**config.mk**
```make
export PLATFORM = sky130hd
export DESIGN_NAME = adcpu_seq_top
export DESIGN_NICKNAME = d
export VERILOG_FILES = /design/src/rtl/adcpu_pkg.sv /design/src/rtl/adcpu_settle_timer.sv /design/src/rtl/adcpu_seq_fsm.sv /design/src/rtl/adcpu_early_flag.sv /design/src/rtl/adcpu_seq_top.sv
export SDC_FILE = /design/constraint.sdc
export NUM_CORES = 1
export LEC_CHECK = 0
export ABC_AREA = 1
export ABC_CLOCK_PERIOD_IN_PS = 3550
export BUFFER_PORTS_ARGS = -buffer_cell sky130_fd_sc_hd__buf_2
export CAP_MARGIN = 0
export CORE_UTILIZATION = 61
export CTS_CLUSTER_SIZE = 30
export DETAILED_ROUTE_END_ITERATION = 10
export PLACE_DENSITY = 0.81
export SETUP_SLACK_MARGIN = 0.02
export SLEW_MARGIN = 20
export SYNTH_ARGS = -nofsm -noshare
export SYNTH_HDL_FRONTEND = slang
export SYNTH_SLANG_ARGS = --single-unit
```
**constraint.sdc**
```tcl
create_clock -name clk -period 3.55 [get_ports clk]
set_input_delay 0.8875 -clock clk [delete_from_list [all_inputs] [get_ports clk]]
set_output_delay 0.8875 -clock clk [all_outputs]
set_load 0.1 [all_outputs]
```
**src/rtl/adcpu_pkg.sv**
```systemverilog
package adcpu_pkg;

  typedef enum logic [1:0] {
    PU_OFF   = 2'd0,
    PU_BGREF = 2'd1,
    PU_CORE  = 2'd2,
    PU_READY = 2'd3
  } pu_state_t;

  // Whole clock cycles in a wait given in microseconds.
  function automatic int unsigned settle_cycles(input int unsigned clk_hz,
                                                input int unsigned wait_us);
    return (clk_hz / 1_000_000) * wait_us;
  endfunction

  // Counter width able to hold values 0 .. n-1.
  function automatic int unsigned cnt_width(input int unsigned n);
    return (n < 2) ? 1 : $clog2(n);
  endfunction

endpackage

```
**src/rtl/adcpu_settle_timer.sv**
```systemverilog
module adcpu_settle_timer #(
  parameter int unsigned CNT_W = 8
) (
  input  logic             clk,
  input  logic             rst,
  input  logic             clear,
  input  logic             run,
  input  logic [CNT_W-1:0] last,
  output logic             expired
);

  logic [CNT_W-1:0] cnt_q;

  assign expired = run && (cnt_q == last);

  always_ff @(posedge clk) begin
    if (rst || clear || !run) begin
      cnt_q <= '0;
    end else if (expired) begin
      cnt_q <= '0;
    end else begin
      cnt_q <= cnt_q + 1'b1;
    end
  end

endmodule

```
**src/rtl/adcpu_seq_fsm.sv**
```systemverilog
module adcpu_seq_fsm
  import adcpu_pkg::*;
#(
  parameter int unsigned CNT_W     = 8,
  parameter int unsigned BG_LAST   = 7,
  parameter int unsigned CORE_LAST = 3
) (
  input  logic             clk,
  input  logic             rst,
  input  logic             pwr_on,
  input  logic             expired,
  output pu_state_t        state,
  output logic             run,
  output logic [CNT_W-1:0] last
);

  localparam logic [CNT_W-1:0] BG_LAST_W   = CNT_W'(BG_LAST);
  localparam logic [CNT_W-1:0] CORE_LAST_W = CNT_W'(CORE_LAST);

  pu_state_t state_q, state_d;

  assign state = state_q;
  assign run   = (state_q == PU_BGREF) || (state_q == PU_CORE);
  assign last  = (state_q == PU_BGREF) ? BG_LAST_W : CORE_LAST_W;

  always_comb begin
    state_d = state_q;
    if (!pwr_on) begin
      state_d = PU_OFF;
    end else begin
      unique case (state_q)
        PU_OFF:   state_d = PU_BGREF;
        PU_BGREF: if (expired) state_d = PU_CORE;
        PU_CORE:  if (expired) state_d = PU_READY;
        PU_READY: state_d = PU_READY;
        default:  state_d = PU_OFF;
      endcase
    end
  end

  always_ff @(posedge clk) begin
    if (rst) state_q <= PU_OFF;
    else     state_q <= state_d;
  end

endmodule

```
**src/rtl/adcpu_early_flag.sv**
```systemverilog
module adcpu_early_flag (
  input  logic clk,
  input  logic rst,
  input  logic set,
  input  logic clr,
  output logic flag
);

  logic flag_q;

  assign flag = flag_q;

  always_ff @(posedge clk) begin
    if (rst)      flag_q <= 1'b0;
    else if (set) flag_q <= 1'b1;
    else if (clr) flag_q <= 1'b0;
  end

endmodule

```
**src/rtl/adcpu_seq_top.sv**
```systemverilog
module adcpu_seq_top
  import adcpu_pkg::*;
#(
  parameter int unsigned CLK_HZ       = 100_000_000,
  parameter int unsigned BG_WAIT_US   = 8000,
  parameter int unsigned CORE_WAIT_US = 50
) (
  input  logic clk,
  input  logic rst,
  input  logic pwr_on,
  input  logic conv_req,
  input  logic err_clr,
  output logic bg_en,
  output logic ref_en,
  output logic core_en,
  output logic ready,
  output logic conv_start,
  output logic early_err
);

  localparam int unsigned BG_CYC   = settle_cycles(CLK_HZ, BG_WAIT_US);
  localparam int unsigned CORE_CYC = settle_cycles(CLK_HZ, CORE_WAIT_US);
  localparam int unsigned MAX_CYC  = (BG_CYC > CORE_CYC) ? BG_CYC : CORE_CYC;
  localparam int unsigned CNT_W    = cnt_width(MAX_CYC);

  pu_state_t        state;
  logic             run;
  logic             expired;
  logic [CNT_W-1:0] last;

  adcpu_seq_fsm #(
    .CNT_W    (CNT_W),
    .BG_LAST  (BG_CYC - 1),
    .CORE_LAST(CORE_CYC - 1)
  ) u_fsm (
    .clk    (clk),
    .rst    (rst),
    .pwr_on (pwr_on),
    .expired(expired),
    .state  (state),
    .run    (run),
    .last   (last)
  );

  adcpu_settle_timer #(
    .CNT_W(CNT_W)
  ) u_timer (
    .clk    (clk),
    .rst    (rst),
    .clear  (!pwr_on),
    .run    (run),
    .last   (last),
    .expired(expired)
  );

  assign bg_en      = (state != PU_OFF);
  assign ref_en     = (state != PU_OFF);
  assign core_en    = (state == PU_CORE) || (state == PU_READY);
  assign ready      = (state == PU_READY);
  assign conv_start = conv_req && ready;

  adcpu_early_flag u_flag (
    .clk (clk),
    .rst (rst),
    .set (conv_req && !ready),
    .clr (err_clr),
    .flag(early_err)
  );

endmodule

```
==> results of run 1 <==
power groups by stage:
stage | clock [mW] | combinational, mW | sequential [mW]
2_1_floorplan | 0 | 0.0671 | 0.275
3_3_place_gp | 0 | 0.0781 | 0.270
3_5_place_dp | 0 | 0.0796 | 0.270
4_1_cts | 0.127 | 0.0800 | 0.264
5_1_grt | 0.138 | 0.0850 | 0.265
6_report | 0.122 | 0.0799 | 0.264
flip-flops by register name, summed over array words and instances, names as in the netlist:
signal         count
u_timer.cnt_q     20
u_fsm.state        2
u_flag.flag        1
layout by cell type (no fill, tap or decap), types with 2 or more instances in the layout:
cell type  Yosys  routed
a21oi_1        4       4
a21oi_2        4       4
buf_2          1      10
clkbuf_4       0       3
dfxtp_1       23      23
ha_1           6       6
inv_1         22      22
nand2_1       41      41
nand2_2        2       2
nand3_1       13      13
nand3_4        2       2
nand4_1        7       7
nor2_1        37      37
nor2_2         6       6
nor2_4         2       2
nor3_1         2       2
xnor2_1        7       7
xor2_1         6       6
cells by family (layout without fill, tap and decap cells):
kind of cell	after synthesis	after routing	share of synthesized area, %
AOI/OAI and AO/OA	9	9	4.351
xor gates and xnor gates	13	13	8.250
adders and majority gates	6	6	5.440
buffers and inverters	26	36	9.157
DFF	23	23	33.36
and+or+nand+nor	115	115	39.44
worst reg2reg max path, cell delays in order (launching register included):
cell and delay, ps:
dfxtp_1 410, inv_1 100, ha_1 360, nand2_1 70, nor2_1 90, nand3_1 80
nor2_2 120, nand2_2 110, nand3_4 240, nor2_1 80
final cells by class:
type | instances | area, um^2 | share of cell area, %
Inverter | 22 | 82.58 | 5.704
Clock inverter | 1 | 5.005 | 0.3457
Timing Repair Buffer | 10 | 50.05 | 3.457
Sequential cell | 23 | 460.4 | 31.81
Tap cell | 27 | 33.78 | 2.334
Multi-Input combinational cell | 143 | 793.3 | 54.80
Clock buffer | 3 | 22.52 | 1.556
metrics by stage:
stage                     cell area (um^2)  setup slack, ps  power [mW]  hold WS (ps)  std cells
after floorplan                       1380            653.6      0.3425         449.0        192
after global placement                1420             1196      0.3480         445.4        225
after detailed placement              1420             1183      0.3498         455.0        225
after CTS                             1448             1123      0.4712         474.6        229
after global routing                  1448             1050      0.4877         505.8        229
final                                 1448             1122      0.4667         472.0        229
worst max path at each step:
stage	startpoint	end	slack, ps	cells past startpoint
2_1_floorplan	u_fsm.state[0]	core_en	650	3
3_3_place_gp	conv_req	conv_start	1200	4
3_5_place_dp	conv_req	conv_start	1180	4
4_1_cts	u_fsm.state[0]	ref_en	1120	4
5_1_grt	u_fsm.state[0]	bg_en	1050	4
6_report	u_fsm.state[0]	ref_en	1120	4
layer usage:
metal	routed length [um]	share of wire, %
met1	1173	43
met2	1399	51
met3	110	4.0
met4	36	1.3
met5	0	0
==> results.env, run 1 <==
WORST_CLOCK_SKEW_PS=9.673
P_PER_AREA_nW_PER_UM2=322.4
MET3_USAGE_PCT=6.790
AVGSYNTHCELLAREA_UM2=7.188
DRT.ANTENNA.VIOLATING_NETS=0
GRT_ANTENNA_BEFORE_REPAIR=0
SYN_NETS=203
LAYOUT-DRIVE-GT1-SHARE_PCT=15.84
PIN_COUNT_OF_THE_BIGGEST_NET_ENTERING_GLOBAL_ROUTING=21
DRT_ITER0_MARKERS=46
SYNTHDISTINCTLIBCELLS=24
LAYOUT.FILLER_CELLS=162
HPWL_UM=2126
CRITPATHLAUNCHTYPE='flop'
CTS.HOLD.BUFFERS_ADDED=0
GRT_PASS1_WL_UM=4767
WORSTSETUPENDPOINTTYPE='primary output'
INTERNAL_POWER_uW=319.9
DESIGN.CORE.AREA_UM2=2042
PORT_BUFFERS=10
DRT-TOTAL-WL_UM=2720
CPMAXSTAGEDELAYCELL='buf_2'
ROUTE.DETAILED.WL_PER_INST_UM=11.88
YOSYS.CELL_COUNT.TOP_TYPE='nand2_1'
SYNTH_ENABLE_FLOP_CELLS=0
CRITPATHREQUIREDTIME_PS=2660
BOUNDARYPINS=11
REPORT.FINAL.SETUP_VIOL=0
CRIT_TYPE='flop to primary output'
RUN_STATUS='complete, no violations'
GLOBAL_ROUTE_OVERFLOW=0
YS_TOP_CELLS_BY_AREA='dfxtp_1, nand2_1, nor2_1'
TIMING_WORST_SLEW_PIN_VALUE_PS=493.1
CLOCK_POWER_SHARE_PCT=26.2
WORSTPATHBUFFERINVERTERCOUNT=3
WORSTHOLDPATHCELLS=2
CTS_RESIZED=0
DIE_WIDTH_UM=49.57
NETLIST.AREA_LEADER.SHARE_PCT=33.36
FINISH.UTILIZATION_PCT=70.89
POST-ROUTE-PERIOD-UTIL_PCT=68.40
NUMBER_OF_MAX_CAP_VIOLATIONS=0
DRCVIOLATIONCOUNT=0
SYNTHDOMINANTAREACELLTYPE='dfxtp_1'
ROWS=16
NUMBER_OF_WARNING_MESSAGES_IN_THE_YOSYS_LOG=0
MIN-DELAY-START='u_flag.flag'
CTS.REPAIR_TIMING.SETUP_BUFFER_COUNT=0
DIODES=0
PEAKVDDDROP_V=0.0002959
CRIT_PATH_MAX_FANOUT=4
FMAXACHIEVABLE_MHz=411.8
BUSIEST_LAYER='met2'
SYNTH_SEQUENTIAL_AREA_RATIO_PCT=33.36
CTS.REPORTEDPATHS.CLKPINSLEW_PS=130
NET_SWITCHING_POWER_uW=146.8
WORST_HOLD_PATH_TYPE='flop to flop'
TIMING.FINAL.MAX_SLEW_VIOLATIONS=0
INITIAL_CORE_UTILIZATION_PCT=67.59
SYNTH-MAIN-FF-CELL='dfxtp_1'
CLOCK_PATH_BUFFERS=2
TIMING.SLEW.HEADROOM_PCT=67.35
NUMCTSBUFFERS=3
FIN_CRIT_PS=2428
DR_TOTAL_VIAS=1192
GRT_UTIL_ALL_LAYERS_PCT=25.06
RSZ0062_AT_GRT='no'
CTS-ROOT-BUF='clkbuf_4'
POWER_FRAC_SEQ_PCT=56.7
NNETSFINAL=214
HOLD_VIOLATIONS=0
R2R_CELLS=9
WORST_R2R_ENDPOINT='u_timer.cnt_q[9]'
FIRST_GLOBAL_VIAS=1152
SYN_INST=192
VIA_PER_INST=5.205
MIN_TO='u_flag.flag'
FLOW.AREA_GROWTH_FROM_SYNTHESIS_PCT=4.896
GRT_USE_MET1_PCT=28.41
MAXIMUM_LEVEL_OF_THE_CTS_H_TREE=1
CLOCK_INSERTION_DELAY_WORST_SKEW_PS=320
CRITICAL_PATH_S_LARGEST_STAGE_DELAY_PS=420
GROUTE.LAYER.MET2.USAGE_PCT=44.82
DR.PASS1.ITERS=4
CRITICAL_PATH.TOP_DELAY_FAMILY='buffers and inverters'
PWR-SHARE-COMB_PCT=17.1
SW_FRAC_OF_TOTAL_PCT=31.45
GPL.FINAL_WEIGHTED_CONGESTION=0.9366
POWER.LEAKAGE_nW=0.5482
WORST_EP_ARRIVAL_TIME_PS=1540
WORST_PATH_MOST_REPEATED_CELL='inv_1'
RR_STARTPOINT='u_fsm.state[0]'
TRITONCTS_NUM_SINKS=23
FIN_SETUP_TNS_PS=0
SYNTH.FF_LATCH_COUNT=23
REGTOREGSETUPSLACK_PS=1770
DIEAREA_UM2=2457
CTS_TREE='built'
DIE_HEIGHT_UM=49.57
CP_CELL_SEQUENCE='inv_1 -> ha_1 -> inv_1 -> buf_2'
YOSYS-TOP-CELLS-COUNT='nand2_1, nor2_1, dfxtp_1'
SYN_AREA_UM2=1380
ASYNC_RESET_FF_SHARE_PCT=0
Power figures use the tool's default switching activity.
==> run 2, diff against run 1 <==
ABC_AREA = 0   (was 1)
ABC_CLOCK_PERIOD_IN_PS = 2500   (was 3550)
CORE_UTILIZATION = 57   (was 61)
PLACE_DENSITY = 0.77   (was 0.81)
clock period = 2.5 ns   (was 3.55 ns; I/O delays follow)
==> results.env, run 2 <==
DIEAREA_UM2=2306  # was 2457 um^2
CRIT_TYPE='flop to primary output'  # unchanged
GRT_PASS1_WL_UM=3167  # was 4767 um
GLOBAL_ROUTE_OVERFLOW=0  # unchanged
GRT_UTIL_ALL_LAYERS_PCT=20.09  # was 25.06%
DRCVIOLATIONCOUNT=0  # unchanged
DRT_ITER0_MARKERS=13  # was 46
FMAXACHIEVABLE_MHz=452.4
DRT-TOTAL-WL_UM=2081  # was 2720 um
POWER.LEAKAGE_nW=0.4785  # was 0.5482 nW
CRIT_PATH_MAX_FANOUT=4  # unchanged
RUN_STATUS='complete, no violations'  # unchanged
FIRST_GLOBAL_VIAS=785  # was 1152
WORST_HOLD_PATH_TYPE='flop to flop'  # unchanged
RSZ0062_AT_GRT='no'  # unchanged
GRT_ANTENNA_BEFORE_REPAIR=0  # unchanged
ASYNC_RESET_FF_SHARE_PCT=0  # unchanged
P_PER_AREA_nW_PER_UM2=501.2  # was 322.4 nW/um^2
NUMBER_OF_MAX_CAP_VIOLATIONS=0  # unchanged
FINALINSTANCEAREA_UM2=1301  # was 1448 um^2
LAYOUT-DRIVE-GT1-SHARE_PCT=18.24  # was 15.84%
TIMING.FINAL.MAX_SLEW_VIOLATIONS=0  # unchanged
TRITONCTS_NUM_SINKS=23  # unchanged
DRT.ANTENNA.VIOLATING_NETS=0  # unchanged
LARGEST_REG_FLOPS=20  # unchanged
WORST_EP_ARRIVAL_TIME_PS=1590  # was 1540 ps
NNETSFINAL=160  # was 214
SYNTHDOMINANTAREACELLTYPE='dfxtp_1'  # unchanged
PWR-SHARE-COMB_PCT=16.7  # was 17.1%
VIA_PER_INST=5.166  # was 5.205
CTS_TREE='built'  # unchanged
POST-LAYOUT-TOTAL-POWER_uW=652.2  # was 466.7 uW
POST-ROUTE-PERIOD-UTIL_PCT=88.42
HPWL_UM=1588  # was 2126 um
ROWS=16  # unchanged
FIN_CRIT_PS=2211
DIE_HEIGHT_UM=48.03  # was 49.57 um
PLACED_CELLS=171  # was 225
CLOCK_PATH_BUFFERS=2  # unchanged
CLOCK_POWER_SHARE_PCT=25.8  # was 26.2%
DESIGN.CORE.AREA_UM2=1982  # was 2042 um^2
PIN_COUNT_OF_THE_BIGGEST_NET_ENTERING_GLOBAL_ROUTING=21  # unchanged
REPORT.FINAL.SETUP_VIOL=0  # unchanged
PEAKVDDDROP_V=0.0005020  # was 0.0002959 V
CRITPATHLAUNCHTYPE='flop'  # unchanged
HOLD_VIOLATIONS=0  # unchanged
FIN_CELLS=175  # was 229
CTS-ROOT-BUF='clkbuf_4'  # unchanged
SYNTHDISTINCTLIBCELLS=33  # was 24
YOSYS-TOP-CELLS-COUNT='nor2_1, dfxtp_1, xnor2_1'  # was nand2_1, nor2_1, dfxtp_1
SYNTH_SEQUENTIAL_AREA_RATIO_PCT=38.13  # was 33.36%
DR_TOTAL_VIAS=904  # was 1192
SYNTH_ENABLE_FLOP_CELLS=0  # unchanged
DIE_WIDTH_UM=48.03  # was 49.57 um
PLACE_AREA_UM2=1275  # was 1420 um^2
TIMING_WORST_SLEW_PIN_VALUE_PS=484.7  # was 493.1 ps
SYNTH-MAIN-FF-CELL='dfxtp_1'  # unchanged
CTS.HOLD.BUFFERS_ADDED=0  # unchanged
CLOCK_INSERTION_DELAY_WORST_SKEW_PS=310  # was 320 ps
DIODES=0  # unchanged
ROUTE.DETAILED.WL_PER_INST_UM=11.89  # was 11.88 um
MOST-COMMON-LAYOUT-CELLS='nor2_1, dfxtp_1, xnor2_1'  # was nand2_1, nor2_1, dfxtp_1
INTERNAL_POWER_uW=459.2  # was 319.9 uW
SYN_INST=137  # was 192
PORT_BUFFERS=10  # unchanged
SYNTH.FF_LATCH_COUNT=23  # unchanged
YS_TOP_CELLS_BY_AREA='dfxtp_1, xnor2_1, nor2_1'  # was dfxtp_1, nand2_1, nor2_1
FINALHOLDWORSTSLACK_PS=465.4  # was 472.0 ps
NUMCTSBUFFERS=3  # unchanged
INITIAL_CORE_UTILIZATION_PCT=60.92  # was 67.59%
DR.PASS1.ITERS=4  # unchanged
NUMBER_OF_WARNING_MESSAGES_IN_THE_YOSYS_LOG=0  # unchanged
WORST_CLOCK_SKEW_PS=6.444  # was 9.673 ps
CTS.REPAIR_TIMING.SETUP_BUFFER_COUNT=0  # unchanged
FLOW.AREA_GROWTH_FROM_SYNTHESIS_PCT=7.772  # was 4.896%
CTS_RESIZED=0  # unchanged
CTS.REPORTEDPATHS.CLKPINSLEW_PS=120  # was 130 ps
BOUNDARYPINS=11  # unchanged
TIMING.SLEW.HEADROOM_PCT=67.91  # was 67.35%
CRITPATHREQUIREDTIME_PS=1880  # was 2660 ps
SW_FRAC_OF_TOTAL_PCT=29.60  # was 31.45%
NET_SWITCHING_POWER_uW=193.1  # was 146.8 uW
MAX_FLOP_REGISTER='u_timer.cnt_q'  # unchanged
POWER_FRAC_SEQ_PCT=57.5  # was 56.7%
MAXIMUM_LEVEL_OF_THE_CTS_H_TREE=1  # unchanged
YOSYS.CELL_COUNT.TOP_TYPE='nor2_1'  # was nand2_1
GPL.FINAL_WEIGHTED_CONGESTION=0.7568  # was 0.9366
WORSTSETUPENDPOINTTYPE='primary output'  # unchanged
FIN_SETUP_TNS_PS=0  # unchanged
NETLIST.AREA_LEADER.SHARE_PCT=38.13  # was 33.36%
SYN_NETS=148  # was 203
MOST_COMMON_CELL_AFTER_LAYOUT_FILL_AND_TAPS_ASIDE='nor2_1'  # was nand2_1
AVGSYNTHCELLAREA_UM2=8.813  # was 7.188 um^2
SYN_AREA_UM2=1207  # was 1380 um^2
==> run 2: area by class of cell <==
type	instances	area, um^2
Sequential cell	23	460.4
Inverter	9	33.78
Tap cell	27	33.78
Timing Repair Buffer	11	57.56
Multi-Input combinational cell	101	689.4
Fill cell	174	680.7
Clock buffer	4	26.28
==> run 2: power groups by stage <==
stage / Clock, mW / Sequential, mW / Combinational (mW)
2_1_floorplan: 0 / 0.391 / 0.0873
6_report: 0.168 / 0.375 / 0.109
3_5_place_dp: 0 / 0.383 / 0.110
3_3_place_gp: 0 / 0.383 / 0.108
4_1_cts: 0.176 / 0.375 / 0.110
5_1_grt: 0.190 / 0.376 / 0.117
==> run 2: logic make-up (layout without fill, tap and decap cells) <==
| family | Yosys count | in the layout | share of synthesized area [%] |
|---|---|---|---|
| adder cells (fa/ha/maj) | 6 | 6 | 6.217 |
| flip-flops | 23 | 23 | 38.13 |
| AO/OA/AOI/OAI | 7 | 7 | 4.663 |
| XOR/XNOR | 18 | 18 | 13.06 |
| AND/OR/NAND/NOR | 70 | 70 | 33.06 |
| buffers and inverters | 13 | 24 | 4.870 |
==> run 2: path summary, 6_finish.rpt <==
path                    startpoint                end  slack, ps  depth (start not counted)
hold reg to reg   u_timer.cnt_q[0]   u_timer.cnt_q[0]        470                          1
setup / recovery    u_fsm.state[0]            core_en        290                          4
setup reg to reg    u_fsm.state[1]  u_timer.cnt_q[15]        580                          8
hold / removal    u_timer.cnt_q[0]   u_timer.cnt_q[0]        470                          1
==> run 2: through the flow <==
| step | worst slack [ps] | util [%] |
|---|---|---|
| 4_1_cts | 272.5 | 65.66 |
| 2_1_floorplan | 54.84 | - |
| 3_3_place_gp | 626.7 | 64.33 |
| 5_1_grt | 188.8 | 65.66 |
| 6_report | 289.5 | 65.66 |
| 3_5_place_dp | 595.8 | 64.33 |
==> run 2: worst max-delay path: stages (launching register included) <==
cell	delay, ps
dfxtp_1	410
inv_1	100
ha_1	200
or2_2	280
buf_2	290
==> run 2: metal layers <==
metal	vias to the layer above	part of all wire, %	track usage [%]
met4	0	0.19	8.889
met3	2	2.7	5.283
li1	478	-	-
met1	411	48	23.23
met5	-	0	0
met2	13	49	34.59
==> run 3, diff against run 2 <==
ABC_AREA = 1   (was 0)
CORE_UTILIZATION = 58   (was 57)
PLACE_DENSITY = 0.78   (was 0.77)
==> results.env, run 3 (synthesized netlist as in run 1, its figures left out) <==
FIN_CELLS=230  # was 175
DIE_WIDTH_UM=50.78  # was 48.03 um
NUMCTSBUFFERS=3  # unchanged
NUMBER_OF_MAX_CAP_VIOLATIONS=0  # unchanged
CRITPATHREQUIREDTIME_PS=1880  # about the same
NET_SWITCHING_POWER_uW=205.6  # was 193.1 uW
CLOCK_PATH_BUFFERS=2  # unchanged
DESIGN.CORE.AREA_UM2=2233  # was 1982 um^2
TRITONCTS_NUM_SINKS=23  # unchanged
FIN_SETUP_TNS_PS=0  # unchanged
PLACED_CELLS=226  # was 171
WORST_EP_ARRIVAL_TIME_PS=1550  # was 1590 ps
WORSTSETUPENDPOINTTYPE='primary output'  # unchanged
DR.PASS1.ITERS=4  # unchanged
WORSTHOLDPATHCELLS=2  # was 1
PWR-SHARE-COMB_PCT=17.1  # was 16.7%
WORST_HOLD_PATH_TYPE='primary input to flop'  # was flop to flop
ROUTE.DETAILED.WL_PER_INST_UM=11.63  # was 11.89 um
CRIT_TYPE='flop to primary output'  # unchanged
INTERNAL_POWER_uW=456.7  # was 459.2 uW
MAXIMUM_LEVEL_OF_THE_CTS_H_TREE=1  # unchanged
WORST_CLOCK_SKEW_PS=0.9563  # was 6.444 ps
FMAXACHIEVABLE_MHz=460.3  # was 452.4 MHz
MOST-COMMON-LAYOUT-CELLS='nand2_1, nor2_1, dfxtp_1'  # was nor2_1, dfxtp_1, xnor2_1
CTS_TREE='built'  # unchanged
HPWL_UM=2077  # was 1588 um
LAYOUT-DRIVE-GT1-SHARE_PCT=15.84  # was 18.24%
PORT_BUFFERS=10  # unchanged
BOUNDARYPINS=11  # unchanged
HOLD_VIOLATIONS=0  # unchanged
CTS_RESIZED=0  # unchanged
RR_STARTPOINT='u_fsm.state[0]'  # was u_fsm.state[1]
POWER_FRAC_SEQ_PCT=56.7  # was 57.5%
GPL.FINAL_WEIGHTED_CONGESTION=0.9067  # was 0.7568
DIE_HEIGHT_UM=50.78  # was 48.03 um
DRT-TOTAL-WL_UM=2675  # was 2081 um
REPORT.FINAL.SETUP_VIOL=0  # unchanged
LARGEST_REG_FLOPS=20  # unchanged
CRITPATHLAUNCHTYPE='flop'  # unchanged
GRT_PASS1_WL_UM=4781  # was 3167 um
CTS.HOLD.BUFFERS_ADDED=0  # unchanged
TIMING.FINAL.MAX_SLEW_VIOLATIONS=0  # unchanged
CRIT_PATH_MAX_FANOUT=4  # unchanged
DR_TOTAL_VIAS=1198  # was 904
FIRST_GLOBAL_VIAS=1157  # was 785
DRT.ANTENNA.VIOLATING_NETS=0  # unchanged
GRT_ANTENNA_BEFORE_REPAIR=0  # unchanged
CLOCK_INSERTION_DELAY_WORST_SKEW_PS=310  # about the same
NNETSFINAL=214  # was 160
MULTIINPUTGATEAREA_UM2=795.8  # was 689.4 um^2
POST-LAYOUT-TOTAL-POWER_uW=662.3  # was 652.2 uW
LAYOUT.FILLER_CELLS=215  # was 174
GLOBAL_ROUTE_OVERFLOW=0  # unchanged
PIN_COUNT_OF_THE_BIGGEST_NET_ENTERING_GLOBAL_ROUTING=21  # unchanged
DIODES=0  # unchanged
POWER.LEAKAGE_nW=0.5428  # was 0.4785 nW
VIA_PER_INST=5.209  # was 5.166
INITIAL_CORE_UTILIZATION_PCT=61.79  # was 60.92%
TIMING.SLEW.HEADROOM_PCT=67.76  # was 67.91%
R2R_CELLS=9  # was 8
MAX_FLOP_REGISTER='u_timer.cnt_q'  # unchanged
RUN_STATUS='complete, no violations'  # unchanged
RSZ0062_AT_GRT='no'  # unchanged
LAYOUT.AREA.SEQ_UM2=460.4  # unchanged
SW_FRAC_OF_TOTAL_PCT=31.04  # was 29.60%
CTS.REPORTEDPATHS.CLKPINSLEW_PS=120  # about the same
FLOW.AREA_GROWTH_FROM_SYNTHESIS_PCT=5.077  # was 7.772%
GRT_UTIL_ALL_LAYERS_PCT=24.87  # was 20.09%
ROWS=17  # was 16
DIEAREA_UM2=2579  # was 2306 um^2
PEAKVDDDROP_V=0.0003699  # was 0.0005020 V
POST-ROUTE-PERIOD-UTIL_PCT=86.90  # was 88.42%
WORST_R2R_ENDPOINT='u_timer.cnt_q[5]'  # was u_timer.cnt_q[15]
FIN_CRIT_PS=2173  # was 2211 ps
DRCVIOLATIONCOUNT=0  # unchanged
MOST_COMMON_CELL_AFTER_LAYOUT_FILL_AND_TAPS_ASIDE='nand2_1'  # was nor2_1
MIN_TO='u_flag.flag'  # was u_timer.cnt_q[0]
TIMING_WORST_SLEW_PIN_VALUE_PS=486.9  # was 484.7 ps
CTS-ROOT-BUF='clkbuf_4'  # unchanged
REGTOREGSETUPSLACK_PS=730  # was 580 ps
CLOCK_POWER_SHARE_PCT=26.2  # was 25.8%
CTS.REPAIR_TIMING.SETUP_BUFFER_COUNT=0  # unchanged
P_PER_AREA_nW_PER_UM2=456.7  # was 501.2 nW/um^2
MIN-DELAY-START='rst'  # was u_timer.cnt_q[0]
DRT_ITER0_MARKERS=44  # was 13
[run 3: worst max-delay path by stage]
stage	from	endpoint	slack (ps)	cells past startpoint
global placement	conv_req	conv_start	670	4
finish	u_fsm.state[0]	ref_en	330	4
detailed placement	conv_req	conv_start	660	4
floorplan	u_fsm.state[0]	core_en	190	3
global route	u_fsm.state[0]	bg_en	200	4
CTS	u_fsm.state[0]	bg_en	320	4
[run 3: layer usage]
layer | track usage [%] | vias to the layer above | part of all wire (%)
met2 | 41.11 | 30 | 49
li1 | - | 621 | -
met3 | 2.727 | 5 | 3.6
met4 | 14.81 | 0 | 2.3
met1 | 30.81 | 542 | 45
met5 | 0 | - | 0
[run 3: power by group through the flow]
| stage | combinational (mW) | clock (mW) | sequential [mW] |
|---|---|---|---|
| 3_3_place_gp | 0.110 | 0 | 0.383 |
| 2_1_floorplan | 0.0955 | 0 | 0.391 |
| 5_1_grt | 0.123 | 0.192 | 0.377 |
| 4_1_cts | 0.114 | 0.179 | 0.376 |
| 3_5_place_dp | 0.113 | 0 | 0.384 |
| 6_report | 0.114 | 0.173 | 0.375 |
[run 3: critical path: stages, from the launching register on]
cell and delay, ps:
dfxtp_1 410, inv_1 100, ha_1 210, inv_1 80, buf_2 430
[run 3: layout make-up]
class / instances / share of cell area, %
sequential: 23 / 31.75
timing repair buffer: 10 / 3.451
multi-input combinational: 143 / 54.87
clock buffer: 4 / 1.812
tap: 28 / 2.416
inverter: 22 / 5.695
[run 3: stage by stage]
| step | utilization, % | hold slack (ps) | setup WS [ps] | instance area [um^2] |
|---|---|---|---|---|
| 2_1_floorplan | - | 449.0 | 190.1 | 1383 |
| 3_3_place_gp | 63.75 | 443.0 | 674.0 | 1424 |
| 3_5_place_dp | 63.75 | 452.3 | 664.5 | 1424 |
| 4_1_cts | 64.93 | 451.1 | 316.2 | 1450 |
| 5_1_grt | 64.93 | 448.6 | 201.0 | 1450 |
| 6_report | 64.93 | 458.1 | 327.4 | 1450 |
